[config.mk]
export PLATFORM = sky130hd
export DESIGN_NAME = bridge_abort_resp
export DESIGN_NICKNAME = d
export VERILOG_FILES = /design/src/rtl/bridge_abort_resp.sv
export SDC_FILE = /design/constraint.sdc
export NUM_CORES = 1
export LEC_CHECK = 0
export CORE_MARGIN = 2
export CORE_UTILIZATION = 32
export CTS_CLUSTER_DIAMETER = 60
export CTS_CLUSTER_SIZE = 28
export DETAILED_ROUTE_END_ITERATION = 12
export GPL_ROUTABILITY_DRIVEN = 0
export HOLD_SLACK_MARGIN = 0.02
export PLACE_DENSITY = 0.86
export SYNTH_ARGS = -nofsm -noshare
export SYNTH_HDL_FRONTEND = slang
export SYNTH_SLANG_ARGS = --single-unit
[constraint.sdc]
create_clock -name clk -period 2.5 [get_ports clk]
set_input_delay 0.5 -clock clk [delete_from_list [all_inputs] [get_ports clk]]
set_output_delay 0.5 -clock clk [all_outputs]
set_load 0.005 [all_outputs]
[src/rtl/bridge_abort_resp.sv]
module bridge_abort_resp #(
  parameter int DATA_W = 64
) (
  input  logic              clk,
  input  logic              rst_n,
  input  logic              cfg_we,
  input  logic [2:0]        cfg_wdata,
  input  logic              serr_en,
  input  logic              done_vld,
  input  logic [1:0]        txn_class,
  input  logic              init_wide,
  input  logic              ack64,
  input  logic              far_mabort,
  input  logic              sec_serr_n,
  input  logic              sec_addr_perr,
  input  logic              sec_data_perr,
  output logic              resp_vld,
  output logic [1:0]        resp_code,
  output logic [DATA_W-1:0] rd_data,
  output logic              p_serr_n,
  output logic              perr_report
);
  localparam int NARROW_W = DATA_W / 2;
  localparam logic [1:0] CLS_NPW    = 2'b01;
  localparam logic [1:0] CLS_POSTED = 2'b10;
  localparam logic [1:0] RC_NORMAL  = 2'b00;
  localparam logic [1:0] RC_ONES    = 2'b01;
  localparam logic [1:0] RC_MABORT  = 2'b10;
  localparam logic [1:0] RC_DISCARD = 2'b11;

  logic [2:0] ctl_q;
  wire ma_mode  = ctl_q[0];
  wire fwd_en   = ctl_q[1];
  wire perr_en  = ctl_q[2];

  always_ff @(posedge clk or negedge rst_n)
    if (!rst_n)      ctl_q <= '0;
    else if (cfg_we) ctl_q <= cfg_wdata;

  logic [1:0]        code_d;
  logic [DATA_W-1:0] data_d;

  always_comb begin
    code_d = RC_NORMAL;
    data_d = '0;
    if (far_mabort) begin
      if (txn_class == CLS_POSTED)  code_d = RC_DISCARD;
      else if (ma_mode)             code_d = RC_MABORT;
      else if (txn_class == CLS_NPW) code_d = RC_DISCARD;
      else begin
        code_d = RC_ONES;
        data_d = (init_wide && ack64) ? {DATA_W{1'b1}}
                                      : {{NARROW_W{1'b0}}, {NARROW_W{1'b1}}};
      end
    end
  end

  always_ff @(posedge clk or negedge rst_n)
    if (!rst_n) begin
      resp_vld  <= 1'b0;
      resp_code <= RC_NORMAL;
      rd_data   <= '0;
    end else begin
      resp_vld  <= done_vld;
      resp_code <= done_vld ? code_d : RC_NORMAL;
      rd_data   <= done_vld ? data_d : '0;
    end

  logic sec_prev_q, serr_q;
  wire sec_fall = sec_prev_q & ~sec_serr_n;
  wire ma_evt   = done_vld & far_mabort & ma_mode & (txn_class == CLS_POSTED) & serr_en;
  wire sec_evt  = sec_fall & fwd_en & serr_en;

  always_ff @(posedge clk or negedge rst_n)
    if (!rst_n) begin
      sec_prev_q  <= 1'b1;
      serr_q      <= 1'b0;
      perr_report <= 1'b0;
    end else begin
      sec_prev_q  <= sec_serr_n;
      serr_q      <= ma_evt | sec_evt;
      perr_report <= perr_en & (sec_addr_perr | sec_data_perr);
    end

  assign p_serr_n = ~serr_q;


  ma_resp_chk: assert property (@(posedge clk) disable iff (!rst_n)
    (resp_vld && resp_code == RC_MABORT) |->
      ($past(ctl_q[0]) && $past(far_mabort) && $past(txn_class) != CLS_POSTED));


  ones_width_chk: assert property (@(posedge clk) disable iff (!rst_n)
    (resp_vld && resp_code == RC_ONES) |->
      ((&rd_data[NARROW_W-1:0]) &&
       ((&rd_data[DATA_W-1:NARROW_W]) || !(|rd_data[DATA_W-1:NARROW_W]))));


  data_idle_chk: assert property (@(posedge clk) disable iff (!rst_n)
    (|rd_data) |-> (resp_vld && resp_code == RC_ONES));


  serr_gate_chk: assert property (@(posedge clk) disable iff (!rst_n)
    !p_serr_n |-> $past(serr_en));


  perr_gate_chk: assert property (@(posedge clk) disable iff (!rst_n)
    perr_report |-> $past(ctl_q[2]));
endmodule

==> results of run 1 <==
area by class of cell:
class / instances / area, um^2 / share of cell area
inverter: 1 / 3.75 / 0.00285
sequential: 11 / 277 / 0.210
tap: 30 / 37.5 / 0.0285
multi-input combinational: 15 / 116 / 0.0884
clock buffer: 4 / 26.3 / 0.0200
timing repair buffer: 86 / 856 / 0.650
placed cells by master, fill, tap and decap left out, drive strengths merged:
master         synthesis  final
a21oi                  1      1
buf                   62      2
clkbuf                 0      4
clkdlybuf4s50          0     84
dfrtp                 10     10
dfstp                  1      1
inv                    1      1
mux2                   3      3
nand2                  2      2
nand2b                 1      1
nand4                  1      1
nand4b                 1      1
nor3                   1      1
nor4                   1      1
o21a                   1      1
o21ai                  1      1
o21ba                  1      1
xor2                   1      1
Yosys cell counts, drive strengths merged, types with 2 or more instances:
cell,instances,share of area
mux2,3,0.039
nand2,2,0.0087
dfrtp,10,0.29
buf,62,0.54
cell families (layout without fill, tap and decap cells):
kind of cell           count (synthesis)  in the layout
XOR/XNOR                               1              1
AND/OR/NAND/NOR                        7              7
flip-flops                            11             11
buffers and inverters                 63             91
multiplexers                           3              3
AO/OA/AOI/OAI                          4              4
flip-flops by register name, summed over array words and instances (netlist names):
register / cells
sec_prev_q: 1
perr_report: 1
ctl_q: 3
resp_code: 2
resp_vld: 1
rd_data: 2
serr_q: 1
report_power, final:
group | total, mW | internal, mW | switching, mW
logic | 0.117 | 0.0812 | 0.0358
clock network | 0.117 | 0.0617 | 0.0556
registers | 0.196 | 0.190 | 0.00603
total | 0.430 | 0.333 | 0.0974
metrics by stage:
stage,hold WS [ns],cells
after floorplan,0.204,89
after global placement,0.466,143
after detailed placement,0.476,143
after CTS,0.491,147
after global routing,0.514,147
final,0.486,147
path summary, 6_finish.rpt:
path                        startpoint  cells after the start          end
hold / removal                ctl_q[2]                      1  perr_report
min in group asynchronous        rst_n                      1     ctl_q[0]
setup / recovery           rd_data[62]                      2  rd_data[56]
setup reg to reg              ctl_q[0]                      1     ctl_q[0]
hold reg to reg               ctl_q[2]                      1  perr_report
max in group asynchronous        rst_n                      1   sec_prev_q
routing by layer:
| layer | vias to the layer above | GRT usage |
|---|---|---|
| met3 | 0 | 0.0140 |
| met2 | 35 | 0.202 |
| met4 | 0 | 0.0510 |
| met5 | - | 0 |
| met1 | 259 | 0.0892 |
| li1 | 273 | - |
==> metrics, run 1 <==
CTS tree=done; Die Area=about 3100 um^2; final instance area=~1300 um^2; total wire length=roughly 1600 um; status=complete, no violations; Crit path buffers/inverters=2; CP delay by family, top=buffers and inverters; max layer used=met3; pre-CTS setup slack=between 0.8 and 0.9 ns; grt total ovfl=0; Max Cap Viol=0; Ys Warns=0; Synth cell types=17; Placed Area=approximately 1300 um^2; DIE HEIGHT=between 50 and 60 um; # rows=18; post_cts resized=0; crit start category=flop; Top FF cell, synth=dfrtp_1; fmax=about 0.52 GHz; CTS H-tree lvls=1; asr flop ratio synth=1.00; R2R Setup Slk=between 1.5 and 2 ns; final hold violation count=0; port bufs=84; Met1 Wirelength=around 510 um; crit end category=primary output; metal2 WL=977 um; Max Root-Sink Buffers=2; compound-cell area share of the yosys netlist=0.0319; CTS Root Cell=clkbuf_4; Post-Synth Adder-Cell Area=0; Worst-Margin Slew=approximately 0.46 ns; Nets=between 100 and 150; Tcrit/Tclk final=0.763; Pwr per Cell Area=roughly 330 nW/um^2; Area growth, synth to finish=52.7%; RSZ-0062 raised after global routing=no; largest net degree at the start of global routing=33; Max-slew headroom=0.694; Initial DRC Count=7; Vias per Instance=3.86; CP max FO=32; Core Region=around 2500 um^2; Final ANT Viol Nets=0; WL per Instance=~11 um; clk_lat worst skew=between 0.2 and 0.3 ns; Num CTS Buffers=3; Post-Synth XOR/XNOR Area=0.0102; Avg Inst Size Synth=between 9 and 10 um^2; GRT Overall Usage=0.0979; initial antenna violation count=0; post-route setup slack=around 0.6 ns; setup bufs post-CTS=0; via count=around 570; Worst Path Class, Setup=reg -> out; sequential fraction of the synthesis area=0.321; largest family of logic cells by synthesized area=buffers and inverters; max-slew violations=0; Final min period=approximately 1.9 ns; Finished Core Util=0.522; slowest stage cell, crit path=clkdlybuf4s50_1; peak supply drop=roughly 0.26 mV; Layout fillers=230; Fin Setup TNS=0 ns; Initial Util=0.342; Post-synth EDFFs=0; Worst EP required=approximately 2.0 ns; syn_nets=105; flops & latches, synth=11; met3 wire len=about 130 um; mux contribution to synthesized area=0.0392; CP peak stage delay=0.57 ns; cell count after synthesis=89; Hold/Removal Path Class=reg -> reg; Die W=about 56 um; cell area after synthesis=between 800 and 900 um^2; CP arrival=approximately 1.4 ns; Sink Count=11; Power Total=0.430 mW; Remaining DRCs=0; Fin Clk Skew=about 0.0026 ns; register clock-pin slew on the reported worst setup and hold paths=approximately 0.060 ns; Antenna Cells=0; simple-gate share of the synthesized area=0.0537; layout cell share with drive strength beyond 1=0.0769; IO Pins=85; Leak=around 0.50 nW; Pre-Repair DR Iteration Count=2; first-pass GRT wire length=2460 um; cts hold-fix bufs=0; Final setup viols=0; critical-path cell list=buf_4 > clkdlybuf4s50_1; vias in the first global route=about 530
No activity file was read; power rests on OpenSTA's default activity.
==> inputs of run 2 (changes only) <==
--- a/config.mk
+++ b/config.mk
@@ -6,13 +6,13 @@
 export NUM_CORES = 1
 export LEC_CHECK = 0
 export CORE_MARGIN = 2
-export CORE_UTILIZATION = 32
+export CORE_UTILIZATION = 29
 export CTS_CLUSTER_DIAMETER = 60
 export CTS_CLUSTER_SIZE = 28
 export DETAILED_ROUTE_END_ITERATION = 12
 export GPL_ROUTABILITY_DRIVEN = 0
 export HOLD_SLACK_MARGIN = 0.02
-export PLACE_DENSITY = 0.86
+export PLACE_DENSITY = 0.79
 export SYNTH_ARGS = -nofsm -noshare
 export SYNTH_HDL_FRONTEND = slang
 export SYNTH_SLANG_ARGS = --single-unit
==> constraint.sdc (replaced) <==
create_clock -name clk -period 1.9 [get_ports clk]
set_input_delay 0.38 -clock clk [delete_from_list [all_inputs] [get_ports clk]]
set_output_delay 0.38 -clock clk [all_outputs]
set_load 0.005 [all_outputs]
==> metrics, run 2 (synthesized netlist as in run 1, its figures left out) <==
status=complete, no violations; CTS Root Cell=clkbuf_4; largest net degree at the start of global routing=33; Hold/Removal Path Class=in -> async; Cells after DPL=between 100 and 150; crit path from=rd_data[31]; max FFs per register=3; Top reg by flops=ctl_q; post-route setup slack=~0.11 ns; Max-slew headroom=0.679; Top Registers=ctl_q: 3 flops, rd_data: 2 flops, resp_code: 2 flops; peak supply drop=0.361 mV; Switch Pwr=approximately 0.13 mW; combinational group share of total power=0.271; met3 wire len=152 um; Max Root-Sink Buffers=2; WL per Instance=approximately 11 um; setup bufs post-CTS=0; Worst Path Class, Setup=reg -> out; Max Cap Viol=0; non-filler cells, final=between 100 and 150; port bufs=84; GRT Overall Usage=0.0906; Antenna Cells=0; Finished Core Util=0.474; Pwr per Cell Area=between 400 and 500 nW/um^2; max-slew violations=0; Area growth, synth to finish=52.8%; worst hold margin=between 0.4 and 0.5 ns; # rows=19; most frequent cells in the layout=clkdlybuf4s50_1 (84), dfrtp_1 (10), clkbuf_4 (3); Worst-Margin Slew=between 0.4 and 0.5 ns; Tcrit/Tclk final=0.943; first-pass GRT wire length=between 2000 and 2500 um; cts hold-fix bufs=0; grt total ovfl=0; initial antenna violation count=0; CP arrival=around 1.4 ns; post-detailed-placement half-perimeter wirelength=~1300 um; Net Sw Frac=0.230; Remaining DRCs=0; pre-CTS setup slack=roughly 0.38 ns; IO Pins=85; Initial Util=0.310; via count=slightly below 600; post_cts resized=0; vias in the first global route=a little over 500; Met1 Wirelength=~480 um; CTS H-tree lvls=1; Nets=roughly 130; Die W=~59 um; total wire length=1580 um; crit end category=primary output; R2R Setup Slk=around 1.1 ns; Pre-Repair DR Iteration Count=4; Fin Clk Skew=roughly 0.0013 ns; Placed Area=1290 um^2; internal power=about 0.44 mW; layout cell share with drive strength beyond 1=0.0769; final hold violation count=0; RR Startpoint=ctl_q[0]; Num CTS Buffers=3; Clock power frac=0.276; Final ANT Viol Nets=0; Worst EP required=1.52 ns; register clock-pin slew on the reported worst setup and hold paths=0.06 ns; Vias per Instance=a little under 4; Seq pwr share=0.453; Power Total=between 0.5 and 0.6 mW; Die Area=around 3400 um^2; Final setup viols=0; max layer used=met4; fmax=0.558 GHz; Core Region=2780 um^2; most common cell after layout, fill and taps aside=clkdlybuf4s50_1; RSZ-0062 raised after global routing=no; Leak=approximately 0.5 nW; metal2 WL=approximately 900 um; clk_lat worst skew=around 0.27 ns; Sink Count=11; final instance area=between 1000 and 1500 um^2; Initial DRC Count=10; DIE HEIGHT=around 59 um; crit start category=flop; Final min period=1.79 ns; CTS tree=done; CP max FO=32; Fin Setup TNS=0 ns
-- run 2: cell counts in the layout (fill, tap and decap cells not counted) --
No cell type changed its count.
-- run 2: area by class of cell --
type | instances | area [um^2]
fillers | 260 | 1460
clock buffers | 4 | 26.3
flip-flops and latches | 11 | 277
well taps | 31 | 38.8
repair buffers | 86 | 856
inverters | 1 | 3.75
multi-input cells | 15 | 116
-- run 2: power groups by stage --
stage / combinational, mW / clock (mW) / sequential, mW
2_1_floorplan: 0.0709 / 0 / 0.268
3_3_place_gp: 0.154 / 0 / 0.262
3_5_place_dp: 0.157 / 0 / 0.263
4_1_cts: 0.157 / 0.164 / 0.258
5_1_grt: 0.168 / 0.173 / 0.260
6_report: 0.154 / 0.157 / 0.258
-- run 2: path summary, 6_finish.rpt --
path	to	cells after the start
max	rd_data[6]	2
max reg2reg	ctl_q[0]	1
min	ctl_q[1]	1
max in group asynchronous	sec_prev_q	1
min reg2reg	perr_report	1
min in group clk	perr_report	1
-- run 2: metal layers --
metal	GRT usage	up-vias
li1	-	276
met1	0.0751	256
met2	0.188	43
met3	0.0154	3
met4	0.0598	0
met5	0	-
-- run 2: critical path, cell delays in order (launching register included) --
cell and delay, ns:
dfrtp_1 0.32, buf_4 0.25, clkdlybuf4s50_1 0.57
==> inputs of run 3 (changes only) <==
--- a/config.mk
+++ b/config.mk
@@ -7,6 +7,7 @@
 export LEC_CHECK = 0
 export CORE_MARGIN = 2
 export CORE_UTILIZATION = 29
+export CTS_BUF_LIST = sky130_fd_sc_hd__clkbuf_4 sky130_fd_sc_hd__clkbuf_8 sky130_fd_sc_hd__clkbuf_16
 export CTS_CLUSTER_DIAMETER = 60
 export CTS_CLUSTER_SIZE = 28
 export DETAILED_ROUTE_END_ITERATION = 12
==> metrics, run 3 (synthesized netlist as in run 1, its figures left out) <==
status=complete, no violations; post_cts resized=0; IO Pins=85; CTS H-tree lvls=1; setup bufs post-CTS=0; Tcrit/Tclk final=0.943; Top Registers=ctl_q: 3 flops, rd_data: 2 flops, resp_code: 2 flops; Fin Setup TNS=0 ns; CP arrival=roughly 1.4 ns; Remaining DRCs=0; Worst-Margin Slew=roughly 0.47 ns; peak supply drop=around 0.36 mV; Seq pwr share=0.443; port bufs=84; max-slew violations=0; Worst EP required=between 1.5 and 2 ns; layout cell share with drive strength beyond 1=0.0855; most common cell after layout, fill and taps aside=clkdlybuf4s50_1; CTS tree=done; Final min period=roughly 1.8 ns; initial antenna violation count=0; internal power=around 0.45 mW; final hold violation count=0; first-pass GRT wire length=between 2000 and 2500 um; Hold/Removal Path Class=in -> async; largest net degree at the start of global routing=33; clk_lat worst skew=approximately 0.27 ns; Initial DRC Count=10; Vias per Instance=between 3 and 4; Clock power frac=0.293; Top reg by flops=ctl_q; Switch Pwr=0.130 mW; register clock-pin slew on the reported worst setup and hold paths=around 0.060 ns; Initial Util=0.310; cts hold-fix bufs=0; fmax=~0.56 GHz; Sink Count=11; vias in the first global route=between 500 and 600; DIE HEIGHT=slightly below 60 um; Core Region=about 2800 um^2; Nets=134; total wire length=1570 um; Worst Path Class, Setup=reg -> out; Cells after DPL=144; Finished Core Util=0.475; max FFs per register=3; Max Cap Viol=0; GRT Overall Usage=0.0906; Final setup viols=0; Net Sw Frac=0.223; Leak=roughly 0.5 nW; Pre-Repair DR Iteration Count=4; Max Root-Sink Buffers=2; Num CTS Buffers=3; grt total ovfl=0; RSZ-0062 raised after global routing=no; Area growth, synth to finish=53.3%; # rows=19; Pwr per Cell Area=between 400 and 500 nW/um^2; crit end category=primary output; via count=around 580; CP max FO=32; crit start category=flop; Fin Clk Skew=0.000705 ns; most frequent cells in the layout=clkdlybuf4s50_1 (84), dfrtp_1 (10), clkbuf_4 (4); Die Area=3420 um^2; WL per Instance=approximately 11 um; non-filler cells, final=between 100 and 150; combinational group share of total power=0.264; Die W=58.5 um; Antenna Cells=0; Max-slew headroom=0.683; post-detailed-placement half-perimeter wirelength=roughly 1300 um; CTS Root Cell=clkbuf_4; Final ANT Viol Nets=0
[run 3: cell count changes in the layout (fill, tap and decap cells not counted)]
cell,delta
clkbuf_1,-1
clkbuf_4,+1
[run 3: routing by layer]
metal,global-route usage,up-vias,share of wire
met3,0.0154,3,0.096
li1,-,276,-
met5,0,-,0
met2,0.188,43,0.58
met1,0.0751,255,0.31
met4,0.0598,0,0.019
[run 3: cell type report]
class,instances,area [um^2]
clock buffer,4,30.0
fill,260,1460
inverter,1,3.75
multi-input combinational,15,116
sequential,11,277
tap,31,38.8
timing repair buffer,86,856
[run 3: path summary, 6_finish.rpt]
| check | depth (start not counted) | endpoint | slack [ns] | from |
|---|---|---|---|---|
| hold / removal | 1 | ctl_q[1] | 0.43 | rst_n |
| hold reg to reg | 1 | perr_report | 0.49 | ctl_q[2] |
| setup reg to reg | 1 | ctl_q[0] | 1.07 | ctl_q[0] |
| max in group asynchronous | 1 | sec_prev_q | 1.12 | rst_n |
| setup / recovery | 2 | rd_data[6] | 0.11 | rd_data[31] |
| min in group clk | 1 | perr_report | 0.49 | ctl_q[2] |
[run 3: critical path, stage by stage, from the launching register on]
cell and delay, ns:
dfrtp_1 0.32, buf_4 0.25, clkdlybuf4s50_1 0.57
[run 3: per-stage QoR]
step                hold WS, ns  setup WS (ns)  total power, mW  cell area (um^2)
floorplan                0.0844          0.513            0.339               862
global placement          0.466          0.419            0.416              1290
detailed placement        0.484          0.376            0.420              1290
CTS                       0.455         0.0739            0.595              1320
global route              0.472         0.0162            0.614              1320
finish                    0.435          0.108            0.582              1320
[run 3: power by group through the flow]
stage,sequential [mW],clock [mW],combinational (mW)
6_report,0.258,0.171,0.154
5_1_grt,0.260,0.187,0.168
4_1_cts,0.258,0.179,0.157
3_5_place_dp,0.263,0,0.157
3_3_place_gp,0.262,0,0.154
2_1_floorplan,0.268,0,0.0709
